<file path="config.mk">
export PLATFORM = sky130hd
export DESIGN_NAME = icu_top
export DESIGN_NICKNAME = d
export VERILOG_FILES = /design/src/rtl/icu_pkg.sv /design/src/rtl/icu_edge_det.sv /design/src/rtl/icu_chan.sv /design/src/rtl/icu_regs.sv /design/src/rtl/icu_top.sv
export SDC_FILE = /design/constraint.sdc
export NUM_CORES = 1
export LEC_CHECK = 0
export ABC_AREA = 1
export CORE_MARGIN = 5
export CORE_UTILIZATION = 40
export CTS_BUF_LIST = sky130_fd_sc_hd__clkbuf_2
export DETAILED_ROUTE_END_ITERATION = 8
export DONT_BUFFER_PORTS = 1
export PLACE_DENSITY = 0.57
export SLEW_MARGIN = 20
export SYNTH_ARGS = -nofsm -noshare
export SYNTH_HDL_FRONTEND = slang
export SYNTH_HIERARCHICAL = 1
export SYNTH_SLANG_ARGS = --single-unit
</file>
<file path="constraint.sdc">
create_clock -name clk -period 3.15 [get_ports clk]
set_input_delay 0.315 -clock clk [delete_from_list [all_inputs] [get_ports clk]]
set_output_delay 0.315 -clock clk [all_outputs]
set_load 0.01 [all_outputs]
</file>
<file path="src/rtl/icu_pkg.sv">
package icu_pkg;

    localparam int NCH = 2;
    localparam int CW  = 8;
    localparam int AW  = 2;
    localparam int DW  = 8;

    // Control/status field positions
    localparam int SEL_LSB = 0;
    localparam int IE_LSB  = NCH;
    localparam int FLG_LSB = 2 * NCH;

    localparam logic [AW-1:0] CSR_ADDR = '0;

    typedef enum logic {
        EDGE_RISE = 1'b0,
        EDGE_FALL = 1'b1
    } edge_pol_e;

    typedef struct packed {
        logic meta;
        logic stable;
        logic hist;
    } sync_chain_t;

    function automatic logic [AW-1:0] cap_addr(input int ch);
        return AW'(ch + 1);
    endfunction

    function automatic logic edge_match(input edge_pol_e pol, input logic now, input logic prev);
        return (pol == EDGE_FALL) ? (prev & ~now) : (now & ~prev);
    endfunction

endpackage

</file>
<file path="src/rtl/icu_edge_det.sv">
module icu_edge_det
    import icu_pkg::*;
(
    input  logic      clk,
    input  logic      rst,
    input  logic      pin_i,
    input  edge_pol_e pol_i,
    output logic      hit_o
);

    sync_chain_t chain_q;

    always_ff @(posedge clk) begin
        if (rst) begin
            chain_q <= '0;
        end else begin
            chain_q.meta   <= pin_i;
            chain_q.stable <= chain_q.meta;
            chain_q.hist   <= chain_q.stable;
        end
    end

    assign hit_o = edge_match(pol_i, chain_q.stable, chain_q.hist);

endmodule

</file>
<file path="src/rtl/icu_chan.sv">
module icu_chan
    import icu_pkg::*;
#(
    parameter int CNT_W = CW
) (
    input  logic             clk,
    input  logic             rst,
    input  logic             hit_i,
    input  logic             halt_i,
    input  logic             clr_i,
    input  logic [CNT_W-1:0] cnt_i,
    output logic             flag_o,
    output logic [CNT_W-1:0] cap_o
);

    logic             flag_q;
    logic [CNT_W-1:0] cap_q;
    logic             take;

    // capture only when unlocked, not halted and not being released this cycle
    assign take = hit_i && !flag_q && !halt_i && !clr_i;

    always_ff @(posedge clk) begin
        if (rst) begin
            flag_q <= 1'b0;
            cap_q  <= '0;
        end else begin
            if (clr_i) begin
                flag_q <= 1'b0;
            end else if (take) begin
                flag_q <= 1'b1;
            end
            if (take) begin
                cap_q <= cnt_i;
            end
        end
    end

    assign flag_o = flag_q;
    assign cap_o  = cap_q;


    lock_hold_chk: assert property (@(posedge clk) disable iff (rst)
        (flag_q && !clr_i) |=> (flag_q && $stable(cap_q)));


    halt_hold_chk: assert property (@(posedge clk) disable iff (rst)
        halt_i |=> ($stable(cap_q) && !$rose(flag_q)));


    read_clear_chk: assert property (@(posedge clk) disable iff (rst)
        clr_i |=> !flag_q);


    flag_source_chk: assert property (@(posedge clk) disable iff (rst)
        $rose(flag_q) |-> $past(hit_i));

endmodule

</file>
<file path="src/rtl/icu_regs.sv">
module icu_regs
    import icu_pkg::*;
#(
    parameter int N_CH   = NCH,
    parameter int CNT_W  = CW,
    parameter int ADDR_W = AW,
    parameter int DATA_W = DW
) (
    input  logic              clk,
    input  logic              rst,
    input  logic [ADDR_W-1:0] addr_i,
    input  logic              rd_i,
    input  logic              wr_i,
    input  logic [DATA_W-1:0] wdata_i,
    input  logic [N_CH-1:0]   flags_i,
    input  logic [CNT_W-1:0]  caps_i [N_CH],
    output logic [N_CH-1:0]   sel_o,
    output logic [N_CH-1:0]   ie_o,
    output logic [N_CH-1:0]   clr_o,
    output logic [DATA_W-1:0] rdata_o
);

    logic [N_CH-1:0] sel_q;
    logic [N_CH-1:0] ie_q;
    logic            csr_wr;

    assign csr_wr = wr_i && (addr_i == ADDR_W'(0));

    always_ff @(posedge clk) begin
        if (rst) begin
            sel_q <= '0;
            ie_q  <= '0;
        end else if (csr_wr) begin
            sel_q <= wdata_i[SEL_LSB +: N_CH];
            ie_q  <= wdata_i[IE_LSB +: N_CH];
        end
    end

    always_comb begin
        rdata_o = '0;
        if (addr_i == ADDR_W'(0)) begin
            rdata_o[SEL_LSB +: N_CH] = sel_q;
            rdata_o[IE_LSB +: N_CH]  = ie_q;
            rdata_o[FLG_LSB +: N_CH] = flags_i;
        end
        for (int c = 0; c < N_CH; c++) begin
            if (addr_i == cap_addr(c)) begin
                rdata_o = DATA_W'(caps_i[c]);
            end
        end
    end

    for (genvar g = 0; g < N_CH; g++) begin : g_clr
        assign clr_o[g] = rd_i && (addr_i == cap_addr(g));
    end

    assign sel_o = sel_q;
    assign ie_o  = ie_q;


    csr_load_chk: assert property (@(posedge clk) disable iff (rst)
        csr_wr |=> (sel_q == $past(wdata_i[SEL_LSB +: N_CH]) && ie_q == $past(wdata_i[IE_LSB +: N_CH])));


    csr_keep_chk: assert property (@(posedge clk) disable iff (rst)
        !csr_wr |=> ($stable(sel_q) && $stable(ie_q)));

endmodule

</file>
<file path="src/rtl/icu_top.sv">
module icu_top
    import icu_pkg::*;
(
    input  logic          clk,
    input  logic          rst,
    input  logic          halt_i,
    input  logic [CW-1:0] cnt_i,
    input  logic [NCH-1:0] pin_i,
    input  logic [AW-1:0] addr_i,
    input  logic          rd_i,
    input  logic          wr_i,
    input  logic [DW-1:0] wdata_i,
    output logic [DW-1:0] rdata_o,
    output logic [NCH-1:0] irq_o
);

    logic [NCH-1:0] sel;
    logic [NCH-1:0] ie;
    logic [NCH-1:0] clr;
    logic [NCH-1:0] hit;
    logic [NCH-1:0] flag;
    logic [CW-1:0]  cap [NCH];

    icu_regs #(
        .N_CH  (NCH),
        .CNT_W (CW),
        .ADDR_W(AW),
        .DATA_W(DW)
    ) u_regs (
        .clk    (clk),
        .rst    (rst),
        .addr_i (addr_i),
        .rd_i   (rd_i),
        .wr_i   (wr_i),
        .wdata_i(wdata_i),
        .flags_i(flag),
        .caps_i (cap),
        .sel_o  (sel),
        .ie_o   (ie),
        .clr_o  (clr),
        .rdata_o(rdata_o)
    );

    for (genvar g = 0; g < NCH; g++) begin : g_ch
        icu_edge_det u_edge (
            .clk  (clk),
            .rst  (rst),
            .pin_i(pin_i[g]),
            .pol_i(edge_pol_e'(sel[g])),
            .hit_o(hit[g])
        );

        icu_chan #(.CNT_W(CW)) u_chan (
            .clk   (clk),
            .rst   (rst),
            .hit_i (hit[g]),
            .halt_i(halt_i),
            .clr_i (clr[g]),
            .cnt_i (cnt_i),
            .flag_o(flag[g]),
            .cap_o (cap[g])
        );

        assign irq_o[g] = flag[g] & ie[g];


        irq_gate_chk: assert property (@(posedge clk) disable iff (rst)
            (clr[g] && !wr_i) |=> !irq_o[g]);
    end

endmodule

</file>
Word-level counts from Yosys, hierarchy flattened:

Index checks and enable logic that the tools add are counted.

* mux-type cells: 5
* equality and inequality tests: 2
* reductions and logical operators: 17
* bitwise operators: 10

Operators with widths (count)
* 8-bit 2-to-1 mux: 2
* 1-bit logical AND: 9
* 1-bit bitwise AND: 6
* 6-bit 2-to-1 mux: 1
* 1-bit zero test: 5
* 1-bit NOT: 4
* 2-bit OR reduction: 2
* 2-bit by 1-bit == test with 1-bit output (second input constant): 1
* 2-bit == test (second input constant): 1
* 2-bit zero test: 1
* 1-bit 2-to-1 mux: 2

* register bits: 28
* output and inout bits: 10
* input port bits: 25

Logic depth before layout (Yosys ltp):

Gate-level depths: netlist of run 1.

* depth after elaboration: 6
* mapped depth: 9
* depth with buffers taken out: 8

Cells and area by module:

Netlist of run 1, hierarchy kept.

Modules (own cells, without submodules)
* icu_chan: area each 416.6 µm², instances 2, cells each 57
* icu_regs: area each 345.3 µm², instances 1, cells each 65
* icu_edge_det: area each 103.8 µm², instances 2, cells each 14
* icu_top: area each 15.0 µm², instances 1, cells each 4

Worst setup path before layout of run 1:

Ideal clock, no wire load.

* path type: input to register
* start: input port addr_i[0]
* end: register g_ch[0].u_chan.cap_q[0]
* stages: 6
* arrival time: 1.149 ns
* buffers on the path: 1
* setup slack: 1.886 ns
* setup time: 0.115 ns
* path through: inv_1 > nor3_1 > nor2_4 > buf_6 > a21oi_1 > nor2_1

* cells in the longest elaborated chain, start to end: 4

Ends and longest elaborated chain
* start, declared: RTL line icu_top.sv:9 `input logic [AW-1:0] addr_i,`
* 2-bit by 1-bit == test with 1-bit output: RTL line icu_regs.sv:54 `assign clr_o[g] = rd_i && (addr_i == cap_addr(g));`
* 1-bit logical AND: RTL line icu_regs.sv:54
* via clr[0]: RTL line icu_top.sv:19 `logic [NCH-1:0] clr;`
* 1-bit zero test: RTL line icu_chan.sv:21 `assign take = hit_i && !flag_q && !halt_i && !clr_i;`
* 1-bit logical AND: RTL line icu_chan.sv:21
* end signal, assigned: RTL line icu_chan.sv:34 `cap_q <= cnt_i;`
* end, declared: RTL line icu_chan.sv:17 `logic [CNT_W-1:0] cap_q;`

The timed path passes the listed nets, and every way through them passes these cells.
A chain may end at the register's enable or synchronous reset.

Final worst setup path of run 1:

* start: register g_ch[0].u_chan.flag_q
* end: output port rdata_o[4]

* cells in the longest elaborated chain, start to end: 3

Ends and longest elaborated chain
* start, declared: RTL line icu_chan.sv:16 `logic flag_q;`
* start signal, assigned: RTL line icu_chan.sv:25 `flag_q <= 1'b0;`
* start signal, assigned: RTL line icu_chan.sv:29 `flag_q <= 1'b0;`
* start signal, assigned: RTL line icu_chan.sv:31 `flag_q <= 1'b1;`
* 6-bit 2-to-1 mux: RTL line icu_regs.sv:41 `if (addr_i == ADDR_W'(0)) begin`
* 8-bit 2-to-1 mux (2 in a row): RTL line icu_regs.sv:47 `if (addr_i == cap_addr(c)) begin`
* end, declared: RTL line icu_top.sv:13 `output logic [DW-1:0] rdata_o,`

No other way between the ends.

==> flow_metrics.tcl, run 1 <==
set metrics [dict create \
    synth_area_leader_cell "dfxtp_1" \
    dpl_worst_slack_ns 1.81 \
    io_pins 35 \
    nets 238 \
    first_global_vias 1039 \
    grt_overflow_total 0 \
    synth_edf_count 0 \
    drt-total-wl_um 3210 \
    via_count 1211 \
    multi_input_area_um2 631 \
    startpoint_type "flop" \
    die_h_um 69.2 \
    cp.depth 2 \
    crit_path_max_incr_delay_ns 0.48 \
    fin_total_pwr_mw 0.666 \
    required_ns 2.83 \
    grt_max_degree 18 \
    syn_to_final_growth_pct 5.18 \
    status "completed" \
    p_per_area_nw_per_um2 452 \
    syn_avg_cell_area_um2 6.64 \
    place.gp.congestion 0.741 \
    slowest_stage "dfxtp_1" \
    synth_ff_type "dfxtp_1" \
    yosysTopAreaCellShare 0.400 \
    critPathKind "flop to output pin" \
    clkTransAtPathRegs_ns 0.26 \
    grtUsageTotal 0.133 \
    critPathBufInv 0 \
    path_cells "nand2_1 > nand3_1" \
    finalWorstSetupSlack_ns 1.71 \
    relSlewSlack 0.678 \
    ctsResizeCount 0 \
    fmax_mhz 692 \
    dp_hpwl_um 2200 \
    nFillCells 402 \
    grt_antenna_before_repair 0 \
    root_buffer "clkbuf_2" \
    cts.sinks 28 \
    async_flop_share 0 \
    syn_inst 211 \
    cts_inserted_buffers 3 \
    critPathCaptureType "output pin" \
    whs_path_depth 2 \
    setup_violations 0 \
    finalCriticalPeriod_ns 1.44 \
    fin_skew_ns 0.00972 \
    syn_area_um2 1400 \
    drive_gt1_frac 0.0613 \
    grt_pass1_wl_um 5150 \
    slew_viol_final 0 \
    clock_latency_ns 0.36 \
    clock_path_buffers 2 \
    post-route-period-util 0.459 \
    yosys.cell_types.count 13 \
    seqCellArea_um2 561 \
    vias_per_cell 4.69 \
    hold_viol_final 0 \
    rows 21 \
    antenna_cells 0 \
    dr.pass1.iters 4 \
    critical-path-top-delay-family "flip-flops" \
    worstPathArrival_ns 1.13 \
    post_drt_wl_per_cell_um 12.4 \
    drv_cap 0 \
    synth_common_cells "49 x nand2_1, 39 x inv_1, 30 x nand3_1" \
    hp-class "input pin to flop" \
    cp_max_fo 4 \
    antenna_left 0 \
    tns_ns 0 \
    yosysMostFrequentCell "nand2_1" \
    die-area_um2 4790 \
    cts_tree "done" \
    die_w_um 69.2 \
    core_area_um2 3360 \
    h-tree-depth 1 \
    ys_seq_elements 28 \
    seq_area_frac_synth 0.400 \
    initial_core_util 0.417 \
    worstMarginPinSlew_ns 0.479 \
    drc 0 \
    leakagePower_nw 0.712 \
    ys_warn_count 6 \
    ir_drop_mv 0.338 \
    first_iter_violations 77 \
    synth_area_leaders "dfxtp_1 40%, nand2_1 13%, nand3_1 11%" \
    rsz0062_at_grt "false" \
    portBuffers 0 \
    ff2ff_path_depth 7 \
    syn-num-nets 236 \
]
[power by group]
part,switching (mW),internal (mW)
Combinational,0.0487,0.0245
Sequential,0.00824,0.369
Clock,0.107,0.109
[kinds of logic (layout without fill, tap and decap cells)]
family / Yosys count / after routing / share of synthesized area
and+or+nand+nor: 117 / 117 / 0.379
buffers and inverters: 46 / 47 / 0.150
DFF: 28 / 28 / 0.400
AOI/OAI and AO/OA: 20 / 20 / 0.0714
[area by class of cell]
class	instances	share of cell area
Inverter	40	0.102
Sequential cell	28	0.380
Multi-Input combinational cell	137	0.428
Clock inverter	1	0.0204
Clock buffer	3	0.0102
Tap cell	46	0.0390
Timing Repair Buffer	3	0.0204
[cells in the final DEF (no fill, tap or decap), drive strengths merged]
master	instances
nand2	49
inv	40
nor2	35
nand3	30
dfxtp	28
a21oi	20
clkbuf	3
dlygate4sd3	3
nor3	3
bufinv	1
[what timing repair did]
item | in CTS | in global routing
setup endpoints to repair | 0 | 0
hold buffers | 3 | 0
buffers inserted | 0 | 0
endpoints found under the hold margin | 8 | 0
[final timing paths]
check / startpoint / to / slack [ns]
hold reg to reg: g_ch[1].u_edge/chain_q[2]$_SDFF_PP0_ / g_ch[1].u_edge/chain_q[1]$_SDFF_PP0_ / 0.43
hold / removal: wr_i / u_regs/ie_o[0]$_SDFFE_PP0P_ / 0.08
setup / recovery: g_ch[0].u_chan/flag_o$_SDFFE_PP0P_ / rdata_o[4] / 1.71
setup reg to reg: u_regs/sel_o[0]$_SDFFE_PP0P_ / g_ch[0].u_chan/cap_o[3]$_SDFFE_PP0P_ / 1.85
[metal layers]
| layer | routed length [µm] | up-vias | GRT usage |
|---|---|---|---|
| met5 | 0 | - | 0 |
| met4 | 14 | 0 | 0.0260 |
| met3 | 257 | 2 | 0.0536 |
| met2 | 1440 | 40 | 0.210 |
| met1 | 1500 | 522 | 0.171 |
| li1 | - | 647 | - |
[registers in the layout (all words and copies together) (netlist names)]
signal               count
g_ch.u_chan/cap_o       16
u_regs/ie_o              2
g_ch.u_chan/flag_o       2
g_ch.u_edge/chain_q      6
u_regs/sel_o             2
[per-stage QoR]
step	instance area, µm²	util	hold WS [ns]	cells
after CTS	1470	0.438	0.0573	258
after detailed placement	1400	0.416	0.389	251
after floorplan	1400	-	0.386	211
after global routing	1470	0.438	0.0348	258
after global placement	1400	0.416	0.388	251
final	1470	0.438	0.0810	258
(Power assumes the default switching activity.)
==> inputs of run 2 (changes only) <==
--- a/config.mk
+++ b/config.mk
@@ -5,7 +5,7 @@
 export SDC_FILE = /design/constraint.sdc
 export NUM_CORES = 1
 export LEC_CHECK = 0
-export ABC_AREA = 1
+export ABC_AREA = 0
 export CORE_MARGIN = 5
 export CORE_UTILIZATION = 40
 export CTS_BUF_LIST = sky130_fd_sc_hd__clkbuf_2
==> constraint.sdc (replaced) <==
create_clock -name clk -period 1.4 [get_ports clk]
set_input_delay 0.14 -clock clk [delete_from_list [all_inputs] [get_ports clk]]
set_output_delay 0.14 -clock clk [all_outputs]
set_load 0.01 [all_outputs]
==> run 2 against run 1 <==
  * Global-route usage shrank 1.4 points
  * Core utilization grew 7.1 points
  * Power grew 98%
  * Sequential power grew 120%
  * Clock-buffer cell count is the same
  * Largest power group unchanged
  * Clock power grew 37%
  * Synthesized cell count shrank 36%
  * Non-clock buffer count grew 21
  * Final cell count shrank 21%
  * Combinational power grew to 2.5 times the previous value
  * Critical path type is now flop to flop
  * Die area grew 1.1%
  * Register-to-register slack lost 1.8 ns
==> flow_metrics.tcl, run 2 <==
set metrics [dict create \
    syn_area_um2 1420 \
    die_h_um 69.6 \
    crit-reg2reg-capture "g_ch[1].u_chan/cap_o[1]$_SDFFE_PP0P_" \
    first_global_vias 984 \
    crit_end "g_ch[1].u_chan/cap_o[1]$_SDFFE_PP0P_" \
    nFillCells 313 \
    dp_cells 180 \
    rsz0062_at_grt "true" \
    post_drt_wl_per_cell_um 14.6 \
    post_cts_buffers 0 \
    finalCriticalPeriod_ns 1.35 \
    initial_core_util 0.419 \
    fin_skew_ns 0.00319 \
    grt_antenna_before_repair 0 \
    antenna_left 0 \
    stdcell_count 203 \
    first_iter_violations 50 \
    root_buffer "clkbuf_2" \
    async_flop_share 0 \
    ir_drop_mv 0.367 \
    grt_overflow_total 0 \
    final_cell_mix "40 x nand2b_1, 26 x mux2i_1, 20 x dfxtp_1, 18 x dlygate4sd3_1, 10 x nor2b_1" \
    place.gp.congestion 0.704 \
    path_cells "nand2b_4 > o22ai_2 > nor4b_4 > buf_4 > mux2i_1" \
    grtUsageTotal 0.119 \
    rows 21 \
    fmax_mhz 738 \
    tns_ns 0 \
    crit_path_start "g_ch[1].u_edge/chain_q[0]$_SDFF_PP0_" \
    hold_viol_final 0 \
    startpoint_type "flop" \
    ys_seq_elements 28 \
    ff2ff_path_depth 5 \
    dr.pass1.iters 4 \
    nets 183 \
    drv_cap 0 \
    antenna_cells 0 \
    grt_max_degree 49 \
    p_per_area_nw_per_um2 763 \
    post-route-period-util 0.967 \
    drt-total-wl_um 2970 \
    largest_reg_flops 16 \
    r2r_start "g_ch[1].u_edge/chain_q[0]$_SDFF_PP0_" \
    status "completed" \
    required_ns 1.70 \
    crit_path_max_incr_delay_ns 0.38 \
    drive_gt1_frac 0.159 \
    syn_to_final_growth_pct 21.5 \
    cts_tree "done" \
    clkTransAtPathRegs_ns 0.25 \
    h-tree-depth 1 \
    drc 0 \
    clock_latency_ns 0.35 \
    synth_area_leaders "dfxtp_1 39%, nand2b_1 19%, mux2i_1 18%" \
    worstMarginPinSlew_ns 0.309 \
    cp_max_fo 2 \
    dpl_worst_slack_ns 0.0480 \
    die-area_um2 4840 \
    portBuffers 0 \
    seq_area_frac_synth 0.395 \
    slew_viol_final 0 \
    yosysMostFrequentCell "nand2b_1" \
    synth_area_leader_cell "dfxtp_1" \
    finalWorstSetupSlack_ns 0.0457 \
    core_area_um2 3390 \
    relSlewSlack 0.794 \
    syn_avg_cell_area_um2 10.4 \
    slowest_stage "dfxtp_2" \
    hp-class "input pin to flop" \
    syn_inst 136 \
    yosys.cell_types.count 16 \
    cts_inserted_buffers 3 \
    cts.sinks 28 \
    holdWs_ns 0.0540 \
    synth_edf_count 0 \
    critPathKind "flop to flop" \
    worstPathArrival_ns 1.66 \
    vias_per_cell 4.83 \
    syn-num-nets 161 \
    yosysTopAreaCellShare 0.395 \
    synth_ff_type "dfxtp_1" \
    critPathCaptureType "flop" \
    die_w_um 69.6 \
    grt_pass1_wl_um 4730 \
    synth_common_cells "42 x nand2b_1, 28 x dfxtp_1, 26 x mux2i_1" \
    setup_violations 0 \
    io_pins 35 \
    final_common_cell "nand2b_1" \
    dp_hpwl_um 2030 \
    leakagePower_nw 0.599 \
    r2r_slack_ns 0.05 \
    via_count 981 \
    utilization 0.509 \
    clock_path_buffers 2 \
    ys_warn_count 6 \
]
-- run 2: how the worst min path moves through the flow --
stage / end / from / depth (start not counted)
after global routing: g_ch[0].u_chan/cap_o[6]$_SDFFE_PP0P_ / halt_i / 3
final: g_ch[0].u_chan/cap_o[5]$_SDFFE_PP0P_ / halt_i / 3
after detailed placement: g_ch[0].u_edge/chain_q[2]$_SDFF_PP0_ / rst / 1
after floorplan: g_ch[0].u_edge/chain_q[0]$_SDFF_PP0_ / rst / 1
after global placement: g_ch[1].u_edge/chain_q[0]$_SDFF_PP0_ / rst / 1
after CTS: u_regs/ie_o[1]$_SDFFE_PP0P_ / wr_i / 2
-- run 2: power by group --
group / switching, mW / internal, mW
Clock: 0.233 / 0.0620
Combinational: 0.0714 / 0.111
Sequential: 0.0172 / 0.822
-- run 2: critical path, delay by kind of cell, from the launching register on --
kind | cells | cell delay [ns]
flops | 1 | 0.38
buf+inv | 1 | 0.18
compound gates | 1 | 0.17
mux | 1 | 0.20
simple gates | 2 | 0.39
-- run 2: cell type report --
class | count | area (µm²) | area share
clock buffer | 3 | 15.0 | 0.00870
multi-input combinational | 101 | 831 | 0.482
tap | 46 | 57.6 | 0.0334
clock inverter | 1 | 3.75 | 0.00218
sequential | 28 | 573 | 0.332
timing repair buffer | 24 | 245 | 0.142
-- run 2: layer usage --
| layer | up-vias | global-route usage | routed length [µm] |
|---|---|---|---|
| li1 | 501 | - | - |
| met3 | 2 | 0.0362 | 184 |
| met4 | 0 | 0.0260 | 8 |
| met2 | 20 | 0.184 | 1390 |
| met5 | - | 0 | 0 |
| met1 | 458 | 0.161 | 1390 |
-- run 2: per-stage QoR --
step           instance area [µm²]  power (mW)
3_3_place_gp                  1460       0.960
6_report                      1730        1.32
2_1_floorplan                 1420       0.961
4_1_cts                       1680        1.33
3_5_place_dp                  1460       0.963
5_1_grt                       1730        1.38
-- run 2: cells by family (layout without fill, tap and decap cells) --
group / after synthesis / after routing / share of synthesized area
AOI/OAI and AO/OA: 12 / 12 / 0.0775
buffers and inverters: 7 / 28 / 0.0405
DFF: 28 / 28 / 0.395
muxes: 26 / 26 / 0.183
and+or+nand+nor: 63 / 63 / 0.304
-- run 2: what timing repair did --
item | CTS | global route
setup endpoints to repair | 1 | 19
hold buffers | 19 | 0
hold endpoints to repair | 28 | 0
pin swaps | 0 | 2
gates resized for setup | 1 | 14
